<file path="src/rtl/trc_pkg.sv">
package trc_pkg;
  typedef enum logic [1:0] {
    ST_IDLE  = 2'd0,
    ST_ARMED = 2'd1,
    ST_POST  = 2'd2,
    ST_DONE  = 2'd3
  } trc_state_e;
endpackage

</file>
<file path="src/rtl/trc_rst_sync.sv">
module trc_rst_sync (
  input  logic clk,
  input  logic rst_n,
  output logic rst_sync_n
);
  logic stage_q;
  logic out_q;

  always_ff @(posedge clk or negedge rst_n) begin
    if (!rst_n) begin
      stage_q <= 1'b0;
      out_q   <= 1'b0;
    end else begin
      stage_q <= 1'b1;
      out_q   <= stage_q;
    end
  end

  assign rst_sync_n = out_q;
endmodule

</file>
<file path="src/rtl/trc_edge.sv">
module trc_edge (
  input  logic clk,
  input  logic rst_n,
  input  logic en,
  input  logic probe,
  input  logic fall_sel,
  output logic hit
);
  logic prev_q;
  logic prev_d;

  always_comb begin
    prev_d = prev_q;
    if (en) prev_d = probe;
  end

  always_ff @(posedge clk or negedge rst_n) begin
    if (!rst_n) prev_q <= 1'b0;
    else        prev_q <= prev_d;
  end

  always_comb begin
    if (fall_sel) hit = prev_q & ~probe;
    else          hit = ~prev_q & probe;
  end
endmodule

</file>
<file path="src/rtl/trc_ram.sv">
module trc_ram #(
  parameter int SW    = 8,
  parameter int DEPTH = 64,
  localparam int AW   = $clog2(DEPTH)
) (
  input  logic          clk,
  input  logic          rst_n,
  input  logic          wr_en,
  input  logic [AW-1:0] wr_addr,
  input  logic [SW-1:0] wr_data,
  input  logic          rd_en,
  input  logic [AW-1:0] rd_addr,
  output logic [SW-1:0] rd_data
);
  logic [SW-1:0] mem [DEPTH];
  logic [SW-1:0] rd_q;

  always_ff @(posedge clk) begin
    if (wr_en) mem[wr_addr] <= wr_data;
  end

  always_ff @(posedge clk or negedge rst_n) begin
    if (!rst_n)     rd_q <= '0;
    else if (rd_en) rd_q <= mem[rd_addr];
  end

  assign rd_data = rd_q;
endmodule

</file>
<file path="src/rtl/trc_ctrl.sv">
module trc_ctrl
  import trc_pkg::*;
#(
  parameter int DEPTH = 64,
  parameter int CW    = 8,
  localparam int AW   = $clog2(DEPTH)
) (
  input  logic          clk,
  input  logic          rst_n,
  input  logic          arm,
  input  logic          hit,
  input  logic [CW-1:0] post_count,
  output logic [1:0]    state_o,
  output logic          wr_en,
  output logic [AW-1:0] wr_addr,
  output logic [AW-1:0] stop_addr
);
  localparam logic [AW-1:0] LAST = AW'(DEPTH - 1);
  localparam logic [AW:0]   FULL = (AW+1)'(DEPTH);

  trc_state_e    state_q, state_d;
  logic [AW-1:0] wptr_q, wptr_d;
  logic [AW:0]   fill_q, fill_d;
  logic [AW-1:0] rem_q, rem_d;
  logic [AW-1:0] pc_q, pc_d;
  logic [AW-1:0] stop_q, stop_d;

  logic [31:0]   pc_wide;
  logic [AW-1:0] pc_clamp;
  logic [AW-1:0] pre_need;
  logic          qualified;
  logic          capturing;

  always_comb begin
    pc_wide  = 32'(post_count);
    pc_clamp = (pc_wide >= 32'(DEPTH)) ? LAST : pc_wide[AW-1:0];
    pre_need = LAST - pc_q;
    qualified = (fill_q >= {1'b0, pre_need});
    capturing = arm && ((state_q == ST_ARMED) || (state_q == ST_POST));
  end

  always_comb begin
    state_d = state_q;
    wptr_d  = wptr_q;
    fill_d  = fill_q;
    rem_d   = rem_q;
    pc_d    = pc_q;
    stop_d  = stop_q;
    if (capturing) begin
      wptr_d = wptr_q + 1'b1;
      if (fill_q != FULL) fill_d = fill_q + 1'b1;
    end
    unique case (state_q)
      ST_IDLE: begin
        if (arm) begin
          state_d = ST_ARMED;
          wptr_d  = '0;
          fill_d  = '0;
          pc_d    = pc_clamp;
        end
      end
      ST_ARMED: begin
        if (!arm) begin
          state_d = ST_IDLE;
        end else if (hit && qualified) begin
          if (pc_q == '0) begin
            state_d = ST_DONE;
            stop_d  = wptr_q;
          end else begin
            state_d = ST_POST;
            rem_d   = pc_q;
          end
        end
      end
      ST_POST: begin
        if (!arm) begin
          state_d = ST_IDLE;
        end else begin
          rem_d = rem_q - 1'b1;
          if (rem_q == AW'(1)) begin
            state_d = ST_DONE;
            stop_d  = wptr_q;
          end
        end
      end
      ST_DONE: begin
        if (!arm) state_d = ST_IDLE;
      end
      default: state_d = ST_IDLE;
    endcase
  end

  always_ff @(posedge clk or negedge rst_n) begin
    if (!rst_n) begin
      state_q <= ST_IDLE;
      wptr_q  <= '0;
      fill_q  <= '0;
      rem_q   <= '0;
      pc_q    <= '0;
      stop_q  <= '0;
    end else begin
      state_q <= state_d;
      wptr_q  <= wptr_d;
      fill_q  <= fill_d;
      rem_q   <= rem_d;
      pc_q    <= pc_d;
      stop_q  <= stop_d;
    end
  end

  assign state_o   = state_q;
  assign wr_en     = capturing;
  assign wr_addr   = wptr_q;
  assign stop_addr = stop_q;
endmodule

</file>
<file path="src/rtl/trig_ring_capture.sv">
module trig_ring_capture #(
  parameter int SW       = 8,
  parameter int DEPTH    = 64,
  parameter int CW       = 8,
  parameter int TRIG_BIT = 0,
  localparam int AW      = $clog2(DEPTH)
) (
  input  logic          clk,
  input  logic          rst_n,
  input  logic          arm,
  input  logic          edge_fall,
  input  logic [CW-1:0] post_count,
  input  logic [SW-1:0] sample_in,
  input  logic          rd_en,
  input  logic [AW-1:0] rd_addr,
  output logic [SW-1:0] rd_data,
  output logic [1:0]    state_o,
  output logic [AW-1:0] stop_addr
);
  logic          rst_int_n;
  logic          hit;
  logic          wr_en;
  logic [AW-1:0] wr_addr;

  trc_rst_sync u_rst (
    .clk        (clk),
    .rst_n      (rst_n),
    .rst_sync_n (rst_int_n)
  );

  trc_edge u_edge (
    .clk      (clk),
    .rst_n    (rst_int_n),
    .en       (1'b1),
    .probe    (sample_in[TRIG_BIT]),
    .fall_sel (edge_fall),
    .hit      (hit)
  );

  trc_ctrl #(.DEPTH(DEPTH), .CW(CW)) u_ctrl (
    .clk        (clk),
    .rst_n      (rst_int_n),
    .arm        (arm),
    .hit        (hit),
    .post_count (post_count),
    .state_o    (state_o),
    .wr_en      (wr_en),
    .wr_addr    (wr_addr),
    .stop_addr  (stop_addr)
  );

  trc_ram #(.SW(SW), .DEPTH(DEPTH)) u_ram (
    .clk     (clk),
    .rst_n   (rst_int_n),
    .wr_en   (wr_en),
    .wr_addr (wr_addr),
    .wr_data (sample_in),
    .rd_en   (rd_en),
    .rd_addr (rd_addr),
    .rd_data (rd_data)
  );
endmodule

</file>
<file path="config.mk">
export PLATFORM = sky130hd
export DESIGN_NAME = trig_ring_capture
export DESIGN_NICKNAME = d
export VERILOG_FILES = /design/src/rtl/trc_pkg.sv /design/src/rtl/trc_rst_sync.sv /design/src/rtl/trc_edge.sv /design/src/rtl/trc_ram.sv /design/src/rtl/trc_ctrl.sv /design/src/rtl/trig_ring_capture.sv
export SDC_FILE = /design/constraint.sdc
export NUM_CORES = 1
export LEC_CHECK = 0
export CORE_MARGIN = 5
export CORE_UTILIZATION = 40
export DETAILED_ROUTE_END_ITERATION = 6
export DONT_BUFFER_PORTS = 1
export PLACE_DENSITY = 0.55
export SLEW_MARGIN = 20
export SYNTH_ARGS = -nofsm -noshare
export SYNTH_HDL_FRONTEND = slang
export SYNTH_SLANG_ARGS = --single-unit
</file>
<file path="constraint.sdc">
create_clock -name clk -period 1.2 [get_ports clk]
set_input_delay 0.06 -clock clk [delete_from_list [all_inputs] [get_ports clk]]
set_output_delay 0.06 -clock clk [all_outputs]
set_load 0.05 [all_outputs]
</file>
Word-level counts from Yosys, hierarchy flattened --
Memory sizes are Yosys's and may differ from the RTL's. A register that Yosys moved wholly into a read port is not among the register bits. Cells that the tools add are included.
Cells by class: add/subtract/negate cells 4, order comparisons 2, equality and inequality tests 15, muxes and demuxes 30, bitwise gates (word level) 4, reduce and logical (&&, ||, !) cells 11
Operators with widths (number):
- 6-bit 2-to-1 mux | 13
- 7-bit 2-to-1 mux | 4
- 6-bit one-hot mux with 2 select lines | 2
- 2-bit != test, second input constant | 8
- 2-bit 2-to-1 mux | 6
- 8-bit by 7-bit >= comparator with 1-bit output, second input constant | 1
- 2-bit one-hot mux with 4 select lines | 1
- 7-bit by 1-bit adder with 7-bit output, second input constant | 1
- 7-bit by 6-bit >= comparator with 1-bit output | 1
- 7-bit != test, second input constant | 1
- 6-bit by 1-bit adder with 6-bit output, second input constant | 1
- 6-bit by 1-bit equality test with 1-bit output, second input constant | 1
- 6-bit logical NOT | 1
- 3-bit != test, second input constant | 2
- 6-bit AND reduction | 1
- 6-bit by 1-bit subtractor with 6-bit output, second input constant | 1
- 6-bit subtractor, first input constant | 1
- 5-bit AND reduction | 1
- 2-bit equality test, second input constant | 2
- 1-bit 2-to-1 mux | 4
- 4-bit AND reduction | 1
- 1-bit AND | 2
- 2-bit by 1-bit equality test with 1-bit output, second input constant | 1
- 1-bit logical AND | 2
- 6 further kinds | 7
Storage, ports and cells: register bits after elaboration 36, bits in writable memories 512, bits of input ports 27, output and inout port bits 16, memories kept 1
Memories:
- u_ram.mem | depth 64, bits a word 8, read ports 1, clocked after Yosys merged registers in 1, wr ports 1, line trc_ram.sv:15 | logic [SW-1:0] mem [DEPTH];

Longest topological paths before layout --
Gate-level depths: netlist of run 1.
word-level depth 7, mapped depth 9, gate-level depth less buffers 8

Cells and area by module --
Synthesis of run 1 repeated with hierarchy kept, for this count alone.
Second synthesis, totals: cell total of the unflattened synthesis 1149, area, all modules 22292.6 µm²
By module, submodules not included:
- trc_ram | times used 1, cells an instance 939, area each 20226.9 µm², sequential area each 15574.9 µm²
- trc_ctrl | times used 1, cells an instance 201, area each 1945.6 µm², sequential area each 825.8 µm²
- trc_edge | times used 1, cells an instance 5, area each 62.6 µm², sequential area each 25.0 µm²
- trc_rst_sync | times used 1, cells an instance 3, area each 53.8 µm², sequential area each 50.0 µm²
- trig_ring_capture | times used 1, cells an instance 1, area each 3.8 µm², sequential area each 0.0 µm²

Least setup slack after synthesis of run 1 --
Ideal clock, no wire load.
path type register to register, start register u_ctrl.state_q[0] (netlist: u_ctrl.state_o[0]), end memory u_ram.mem[31][0] (enable), setup time 0.374 ns, arrival 2.218 ns, path slack -1.391 ns, cell stages (with the launch flop) 7, path buffers 1, path through dfrtp_1 inv_1 ha_1 clkbuf_1 and3_1 nand3_1 nor2_1
On the way: cells in the longest elaborated chain, start to end 5
RTL lines:
- start, declared | line trc_ctrl.sv:21 | trc_state_e state_q, state_d;
- start signal, assigned | line trc_ctrl.sv:102 | state_q <= state_d;
- 2-bit by 1-bit equality test with 1-bit output / 2-bit equality test (equally long branches) | line trc_ctrl.sv:39 | capturing = arm && ((state_q == ST_ARMED) || (state_q == ST_POST));
- 1-bit logical OR * | line trc_ctrl.sv:39
- 1-bit logical AND * | line trc_ctrl.sv:39
- 1-bit 2-to-1 mux * | line trc_ram.sv:19 | if (wr_en) mem[wr_addr] <= wr_data;
- 1-bit 2-to-1 mux (implied by the code) * | line trc_ram.sv:19
- end, declared | line trc_ram.sv:15
Every way passes the cells marked *; elsewhere a longest branch is shown, timed or not.

Worst setup path after layout of run 1 --
start register u_ctrl.pc_q[0], end register u_ctrl.rem_q[5]
On the way: cells in the longest elaborated chain, start to end 5
RTL lines:
- start, declared | line trc_ctrl.sv:25 | logic [AW-1:0] pc_q, pc_d;
- start signal, assigned | line trc_ctrl.sv:106 | pc_q <= pc_d;
- 6-bit subtractor | line trc_ctrl.sv:37 | pre_need = LAST - pc_q;
- 7-bit by 6-bit >= comparator with 1-bit output | line trc_ctrl.sv:38 | qualified = (fill_q >= {1'b0, pre_need});
- 1-bit logical AND | line trc_ctrl.sv:65 | end else if (hit && qualified) begin
- 2-bit != test (no line)
- 5-bit AND reduction (no line) *
- end signal, assigned | line trc_ctrl.sv:105 | rem_q <= rem_d;
- end, declared | line trc_ctrl.sv:24 | logic [AW-1:0] rem_q, rem_d;
Marks and branches as above. A chain may end at the register's enable or synchronous reset.

==> results_dict.tcl, run 1 <==
set metrics [dict create \
    run_status "finished, violations left" \
    violations "setup timing" \
    worst_clock_skew_ns 0.0220 \
    globalplace.congestion 0.759 \
    crit_path_start_kind "flip-flop" \
    number_of_standard_cells_after_synthesis 1189 \
    ir_worst_vdd_mv 1.31 \
    boundaryPins 43 \
    post_route_cells_drive_above_1_share 0.405 \
    h-tree-depth 2 \
    finalHoldViolCount 0 \
    power-per-cell-area_nw_per_um2 1610 \
    globalRouteTotalUtil 0.176 \
    drcViolationCount 0 \
    ant_nets 0 \
    final_cells 2163 \
    finalCoreUtilization 0.519 \
    detail_route.first_pass.iterations 5 \
    tritoncts "yes" \
    worst_ep_arrival_time_ns 2.66 \
    clock-sinks 556 \
    async_s_r_ff_share_synth 0.0791 \
    ys_dominant_reg_cell "sky130_fd_sc_hd__edfxtp_1" \
    reg2reg_slack_ns -0.95 \
    drtIter0Drc 879 \
    place_hpwl_um 30500 \
    routed-via-count 11800 \
    grt_pass1_vias 12300 \
    slew-limit-headroom 0.299 \
    mappedNetlistNets 1231 \
    initial_antenna_violation_count 1 \
    timing.final.crit_share 1.79 \
    timing.setup.tns_ns -302.52 \
    clock_path_buffers 3 \
    worst-endpoint-required_ns 1.71 \
    clk_pin_slew_worst_paths_ns 0.06 \
    route.detailed.wl_per_inst_um 24.5 \
    power_leakage_nw 9.40 \
    io_buffer_count 0 \
    synth_largest_area_cell "sky130_fd_sc_hd__edfxtp_1" \
    tritoncts.num_buffers 57 \
    critPathCaptureType "flip-flop" \
    area_growth_syn_to_layout_pct 28.9 \
    synth.top_cell.area_share 0.696 \
    cts_root_buffer "sky130_fd_sc_hd__clkbuf_16" \
    hold_path_class "input pin to flip-flop" \
    tightestPinTransition_ns 1.05 \
    die_y_um 245 \
    yosys_register_bits 556 \
    critical_path_class "flip-flop to flip-flop" \
    worst_skew_pair.late_latency_ns 0.62 \
    drt-total-wl_um 53000 \
    max_cap_violations 0 \
    synthesis.area_per_instance_um2 18.6 \
    max_freq_ghz 0.466 \
    timing_max_transition_violations_final 0 \
    rsz0062_at_grt "true" \
    synth_enable_flop_cells 512 \
    initial_core_util 0.402 \
    grt_pass1_wl_um 79100 \
    floorplan.die_area_um2 60000 \
    nets 1454 \
    largest_fanout_on_the_critical_path 5 \
    chipWidth_um 245 \
    synth_cell_types 49 \
    post_synth_instance_area_um2 22100 \
    leftover_overflow_at_the_end_of_global_routing 0 \
    core_region_area_um2 54900 \
    yosysSeqAreaShare 0.746 \
    dp.cells 1985 \
    number_of_rows_created_at_floorplan 86 \
    routed_via_density 5.48 \
    setup_viol 569 \
    yosysWarnings 0 \
    postLayoutSetupSlackWorst_ns -0.947 \
    final_critical_path_required_period_ns 2.15 \
    synth_area_leaders "sky130_fd_sc_hd__edfxtp_1, sky130_fd_sc_hd__mux4_2, sky130_fd_sc_hd__dfrtp_1, sky130_fd_sc_hd__mux2i_1, sky130_fd_sc_hd__a22oi_1" \
    grt_start_max_net_pins 153 \
]
worst paths after layout:
path                       cells after the start                  end              from
setup / recovery                               8      u_ctrl.rem_q[5]    u_ctrl.pc_q[0]
hold / removal                                 4     u_ram.rd_data[0]        rd_addr[3]
setup reg to reg                               8      u_ctrl.rem_q[5]    u_ctrl.pc_q[0]
hold reg to reg                                1  u_ctrl.stop_addr[1]  u_rst.rst_sync_n
max in group asynchronous                      1     u_ram.rd_data[3]  u_rst.rst_sync_n
min in group asynchronous                      2        u_rst.stage_q             rst_n
metal layers:
metal | GRT usage | vias to the layer above | share of wire
li1 | - | 5292 | -
met3 | 0.0356 | 76 | 0.057
met1 | 0.250 | 6176 | 0.44
met2 | 0.285 | 299 | 0.49
met5 | 0 | - | 0
met4 | 0.0393 | 0 | 0.018
synth_stat cells, types with 5 or more instances:
cell	n
sky130_fd_sc_hd__and2_1	6
sky130_fd_sc_hd__nor2b_1	13
sky130_fd_sc_hd__inv_1	15
sky130_fd_sc_hd__edfxtp_1	512
sky130_fd_sc_hd__clkbuf_1	31
sky130_fd_sc_hd__and3_1	6
sky130_fd_sc_hd__nand3_1	37
sky130_fd_sc_hd__o32ai_1	8
sky130_fd_sc_hd__nor2_1	77
sky130_fd_sc_hd__a22oi_1	64
sky130_fd_sc_hd__mux2_2	7
sky130_fd_sc_hd__o2111ai_1	10
sky130_fd_sc_hd__a21oi_1	16
sky130_fd_sc_hd__o22a_1	6
sky130_fd_sc_hd__dfrtp_1	44
sky130_fd_sc_hd__buf_1	7
sky130_fd_sc_hd__nor3_1	5
sky130_fd_sc_hd__ha_1	15
sky130_fd_sc_hd__o21ai_0	22
sky130_fd_sc_hd__nand2_1	56
sky130_fd_sc_hd__nand2b_1	5
sky130_fd_sc_hd__o22ai_1	6
sky130_fd_sc_hd__buf_2	25
sky130_fd_sc_hd__mux2i_1	50
sky130_fd_sc_hd__mux4_2	104
state kept, by name (all words and copies together), names as in the netlist, named ones only:
| name | cells |
|---|---|
| u_ram.mem | 512 |
| u_ram.rd_data | 8 |
| u_ctrl.pc_q | 6 |
| u_ctrl.rem_q | 6 |
| u_ctrl.stop_addr | 6 |
| u_ctrl.state_o | 2 |
| u_ctrl.wr_addr | 1 |
| u_edge.prev_q | 1 |
| u_rst.rst_sync_n | 1 |
| u_rst.stage_q | 1 |
logic make-up after synthesis:
group	after synthesis	synth area share
AO/OA/AOI/OAI	152	0.0494
buffers and inverters	80	0.0157
AND/OR/NAND/NOR	224	0.0478
other	1	0.000170
flip-flops	556	0.746
adder cells (fa/ha/maj)	15	0.00850
multiplexers	161	0.132
power breakdown:
group          internal, W  switching (W)
clock              0.00950        0.00720
sequential          0.0217       0.000339
combinational      0.00329        0.00379
total               0.0345         0.0113
cell type report:
type	count	area (µm²)
Fill cell	4344	26400
Sequential cell	556	16500
Multi-Input combinational cell	554	6410
Timing Repair Buffer	228	2860
Clock buffer	71	1500
Tap cell	704	881
Clock inverter	34	267
Inverter	15	56.3
Antenna cell	1	2.50
per-stage QoR:
stage	setup slack (ns)	instance area, µm²	power, W	hold slack [ns]
floorplan	-0.861	22700	0.0257	-0.236
global placement	-0.935	25000	0.0275	-0.236
detailed placement	-0.997	25000	0.0276	-0.236
CTS	-0.910	28300	0.0458	-0.00497
global route	-1.04	28500	0.0476	0.0471
finish	-0.947	28500	0.0458	0.0417
cells in the final DEF (no fill, tap or decap), types with 5 or more instances in the layout:
cell type / n
sky130_fd_sc_hd__edfxtp_1: 512
sky130_fd_sc_hd__mux4_2: 104
sky130_fd_sc_hd__buf_4: 96
sky130_fd_sc_hd__nor2_4: 67
sky130_fd_sc_hd__buf_12: 62
sky130_fd_sc_hd__clkbuf_16: 57
sky130_fd_sc_hd__mux2i_1: 50
sky130_fd_sc_hd__nand2_1: 45
sky130_fd_sc_hd__dfrtp_1: 38
sky130_fd_sc_hd__buf_6: 36
sky130_fd_sc_hd__a22oi_1: 35
sky130_fd_sc_hd__nand3_1: 30
sky130_fd_sc_hd__a22oi_2: 30
sky130_fd_sc_hd__dlygate4sd3_1: 22
sky130_fd_sc_hd__clkinv_2: 16
sky130_fd_sc_hd__ha_1: 12
sky130_fd_sc_hd__clkbuf_1: 12
sky130_fd_sc_hd__inv_1: 11
sky130_fd_sc_hd__a21oi_1: 11
sky130_fd_sc_hd__o21ai_2: 10
sky130_fd_sc_hd__clkinv_1: 10
sky130_fd_sc_hd__nor2_1: 9
sky130_fd_sc_hd__o21ai_1: 9
sky130_fd_sc_hd__nor2b_1: 8
sky130_fd_sc_hd__buf_16: 8
sky130_fd_sc_hd__nand2_2: 6
sky130_fd_sc_hd__o2111ai_1: 6
sky130_fd_sc_hd__o32ai_2: 6
sky130_fd_sc_hd__o22a_1: 6
sky130_fd_sc_hd__mux2_4: 6
sky130_fd_sc_hd__dfrtp_2: 6
sky130_fd_sc_hd__and3_4: 5
sky130_fd_sc_hd__and2_1: 5
sky130_fd_sc_hd__a21oi_2: 5
sky130_fd_sc_hd__nand2b_1: 5
sky130_fd_sc_hd__o22ai_1: 5
worst max-delay path: stages, from the launching register on:
cell	delay [ns]
sky130_fd_sc_hd__dfrtp_1	0.40
sky130_fd_sc_hd__buf_6	0.12
sky130_fd_sc_hd__or4_4	0.48
sky130_fd_sc_hd__nor3_4	0.13
sky130_fd_sc_hd__and4b_4	0.24
sky130_fd_sc_hd__a22oi_4	0.24
sky130_fd_sc_hd__buf_6	0.15
sky130_fd_sc_hd__nor2_4	0.03
sky130_fd_sc_hd__a221oi_2	0.25
timing repair:
item	4_1_cts	5_1_grt
hold buffers	31	1
pin swaps	77	34
setup endpoints to repair	569	569
setup buffers	32	10
gates resized for setup	146	35
endpoints found under the hold margin	589	2
gates cloned	1	0
(Power assumes the default switching activity.)
==> run 2, diff against run 1 <==
--- a/config.mk
+++ b/config.mk
@@ -10,6 +10,7 @@
 export DETAILED_ROUTE_END_ITERATION = 6
 export DONT_BUFFER_PORTS = 1
 export PLACE_DENSITY = 0.55
+export REMOVE_ABC_BUFFERS = 1
 export SLEW_MARGIN = 20
 export SYNTH_ARGS = -nofsm -noshare
 export SYNTH_HDL_FRONTEND = slang
==> run 2 against run 1 <==
- the run still ends with setup timing left
- clock power grew 5%
- die area is the same
- sequential power is essentially flat
- first-iteration DRC count grew 14%
- setup slack gained 0.027 ns
- critical endpoint is now u_ctrl.rem_q[4]
- via count grew 1.1%
- flip-flop and latch count is the same
- largest power group unchanged
==> results_dict.tcl, run 2 (synthesis results as in run 1) <==
set metrics [dict create \
    run_status "finished, violations left" \
    violations "setup timing" \
    worst-endpoint-required_ns 1.68 \
    final_critical_path_required_period_ns 2.12 \
    final_area_um2 28600 \
    flip_flop_count_of_the_largest_register_after_layout 512 \
    io_buffer_count 0 \
    finalCoreUtilization 0.521 \
    commonest_cells_after_routing_fill_and_taps_aside "sky130_fd_sc_hd__edfxtp_1, sky130_fd_sc_hd__mux4_2, sky130_fd_sc_hd__buf_4" \
    grt_pass1_vias 12500 \
    boundaryPins 43 \
    drt-total-wl_um 51900 \
    timing.final.crit_share 1.77 \
    tritoncts.num_buffers 58 \
    detail_route.first_pass.iterations 5 \
    leftover_overflow_at_the_end_of_global_routing 0 \
    worst_ep_arrival_time_ns 2.60 \
    clock-sinks 556 \
    initial_antenna_violation_count 0 \
    reg2reg_to "u_ctrl.rem_q[4]" \
    initial_core_util 0.402 \
    place_hpwl_um 29400 \
    area_growth_syn_to_layout_pct 29.5 \
    postLayoutSetupSlackWorst_ns -0.920 \
    reg2regPathDepth 8 \
    n_antenna_cell 0 \
    cp-endpoint "u_ctrl.rem_q[4]" \
    globalplace.congestion 0.758 \
    drcViolationCount 0 \
    r2r-start "u_ctrl.pc_q[0]" \
    core_region_area_um2 54900 \
    timing_max_transition_violations_final 0 \
    layout.cells.most_common "sky130_fd_sc_hd__edfxtp_1" \
    post_route_cells_drive_above_1_share 0.422 \
    timing.critical_path.slowest_stage_cell "sky130_fd_sc_hd__or4_4" \
    power_leakage_nw 9.60 \
    ant_nets 0 \
    tightestPinTransition_ns 1.07 \
    nets 1480 \
    rsz0062_at_grt "true" \
    worst_clock_skew_ns 0.0290 \
    placed_area_um2 24300 \
    globalRouteTotalUtil 0.173 \
    critical_path_class "flip-flop to flip-flop" \
    preCtsSetupSlack_ns -1.15 \
    final_cells 2189 \
    die_y_um 245 \
    max_freq_ghz 0.472 \
    max_cap_violations 0 \
    cpPeakStageDelay_ns 0.48 \
    grt_pass1_wl_um 78800 \
    routed-via-count 12000 \
    grt_start_max_net_pins 153 \
    critPathCaptureType "flip-flop" \
    hold_path_class "input pin to flip-flop" \
    drtIter0Drc 1000 \
    h-tree-depth 2 \
    timing.hold.worst.start "rd_addr[5]" \
    reg2reg_slack_ns -0.92 \
    largest_register "u_ram.mem" \
    finalHoldViolCount 0 \
    cts_root_buffer "sky130_fd_sc_hd__clkbuf_16" \
    routed_via_density 5.47 \
    clock_path_buffers 3 \
    tritoncts "yes" \
    ir_worst_vdd_mv 1.73 \
    number_of_rows_created_at_floorplan 86 \
    startpoint "u_ctrl.pc_q[0]" \
    slew-limit-headroom 0.283 \
    worst_hold_slack_ns 0.0192 \
    chipWidth_um 245 \
    clk_pin_slew_worst_paths_ns 0.06 \
    route.detailed.wl_per_inst_um 23.7 \
    setup_viol 569 \
    power-per-cell-area_nw_per_um2 1640 \
    floorplan.die_area_um2 60000 \
    crit_path_start_kind "flip-flop" \
    worstPathCellList "buf_6, or4_4, nor3_4, and4b_4, a22oi_4, buf_12, o21ai_2, a211o_1" \
    worst_skew_pair.late_latency_ns 0.61 \
    largest_fanout_on_the_critical_path 6 \
    dp.cells 2024 \
]
[run 2: worst min-delay path by stage]
| stage | endpoint | slack, ns | cells past startpoint |
|---|---|---|---|
| after detailed placement | u_rst.stage_q | -0.24 | 0 |
| after global routing | u_ram.mem[34][1] | 0.02 | 4 |
| after CTS | u_ram.mem[42][1] | 0.002 | 4 |
| after global placement | u_rst.stage_q | -0.24 | 0 |
| final | u_ram.rd_data[2] | 0.02 | 5 |
| after floorplan | u_rst.rst_sync_n | -0.24 | 0 |
[run 2: power by group]
group          leakage [nW]  switching, W  total (W)  internal (W)
clock                 0.896       0.00740     0.0175        0.0101
combinational          3.57       0.00382    0.00748       0.00366
sequential             5.13      0.000334     0.0220        0.0217
total                  9.60        0.0116     0.0469        0.0354
[run 2: area by class of cell]
cell class,instances,area [µm²]
timing repair buffer,254,2830
tap,704,881
clock buffer,68,1510
fill,4348,26300
sequential,556,16500
multi-input combinational,553,6500
clock inverter,39,342
inverter,15,58.8
[run 2: through the flow]
| stage | setup TNS, ns | power, W |
|---|---|---|
| after global placement | -368.99 | 0.0272 |
| after CTS | -307.49 | 0.0469 |
| after global routing | -393.33 | 0.0487 |
| after detailed placement | -368.44 | 0.0273 |
| after floorplan | -632.10 | 0.0250 |
| final | -356.80 | 0.0469 |
[run 2: critical path, delay by kind of cell, from the launching register on]
kind	cells	cell delay [ns]
AO/OA/AOI/OAI	3	0.50
buffers and inverters	2	0.27
flip-flops	1	0.40
AND/OR/NAND/NOR	3	0.84
[run 2: metal layers]
| metal | part of all wire | up-vias | global-route usage |
|---|---|---|---|
| li1 | - | 5337 | - |
| met1 | 0.44 | 6279 | 0.248 |
| met2 | 0.49 | 289 | 0.281 |
| met3 | 0.053 | 67 | 0.0319 |
| met4 | 0.019 | 0 | 0.0389 |
| met5 | 0 | - | 0 |
[run 2: timing repair]
| item | CTS | global route |
|---|---|---|
| setup endpoints to repair | 569 | 569 |
| hold buffers | 33 | 0 |
| pin swaps | 122 | 31 |
| setup buffers | 18 | 10 |
| gates resized for setup | 401 | 50 |
| endpoints found under the hold margin | 594 | 0 |
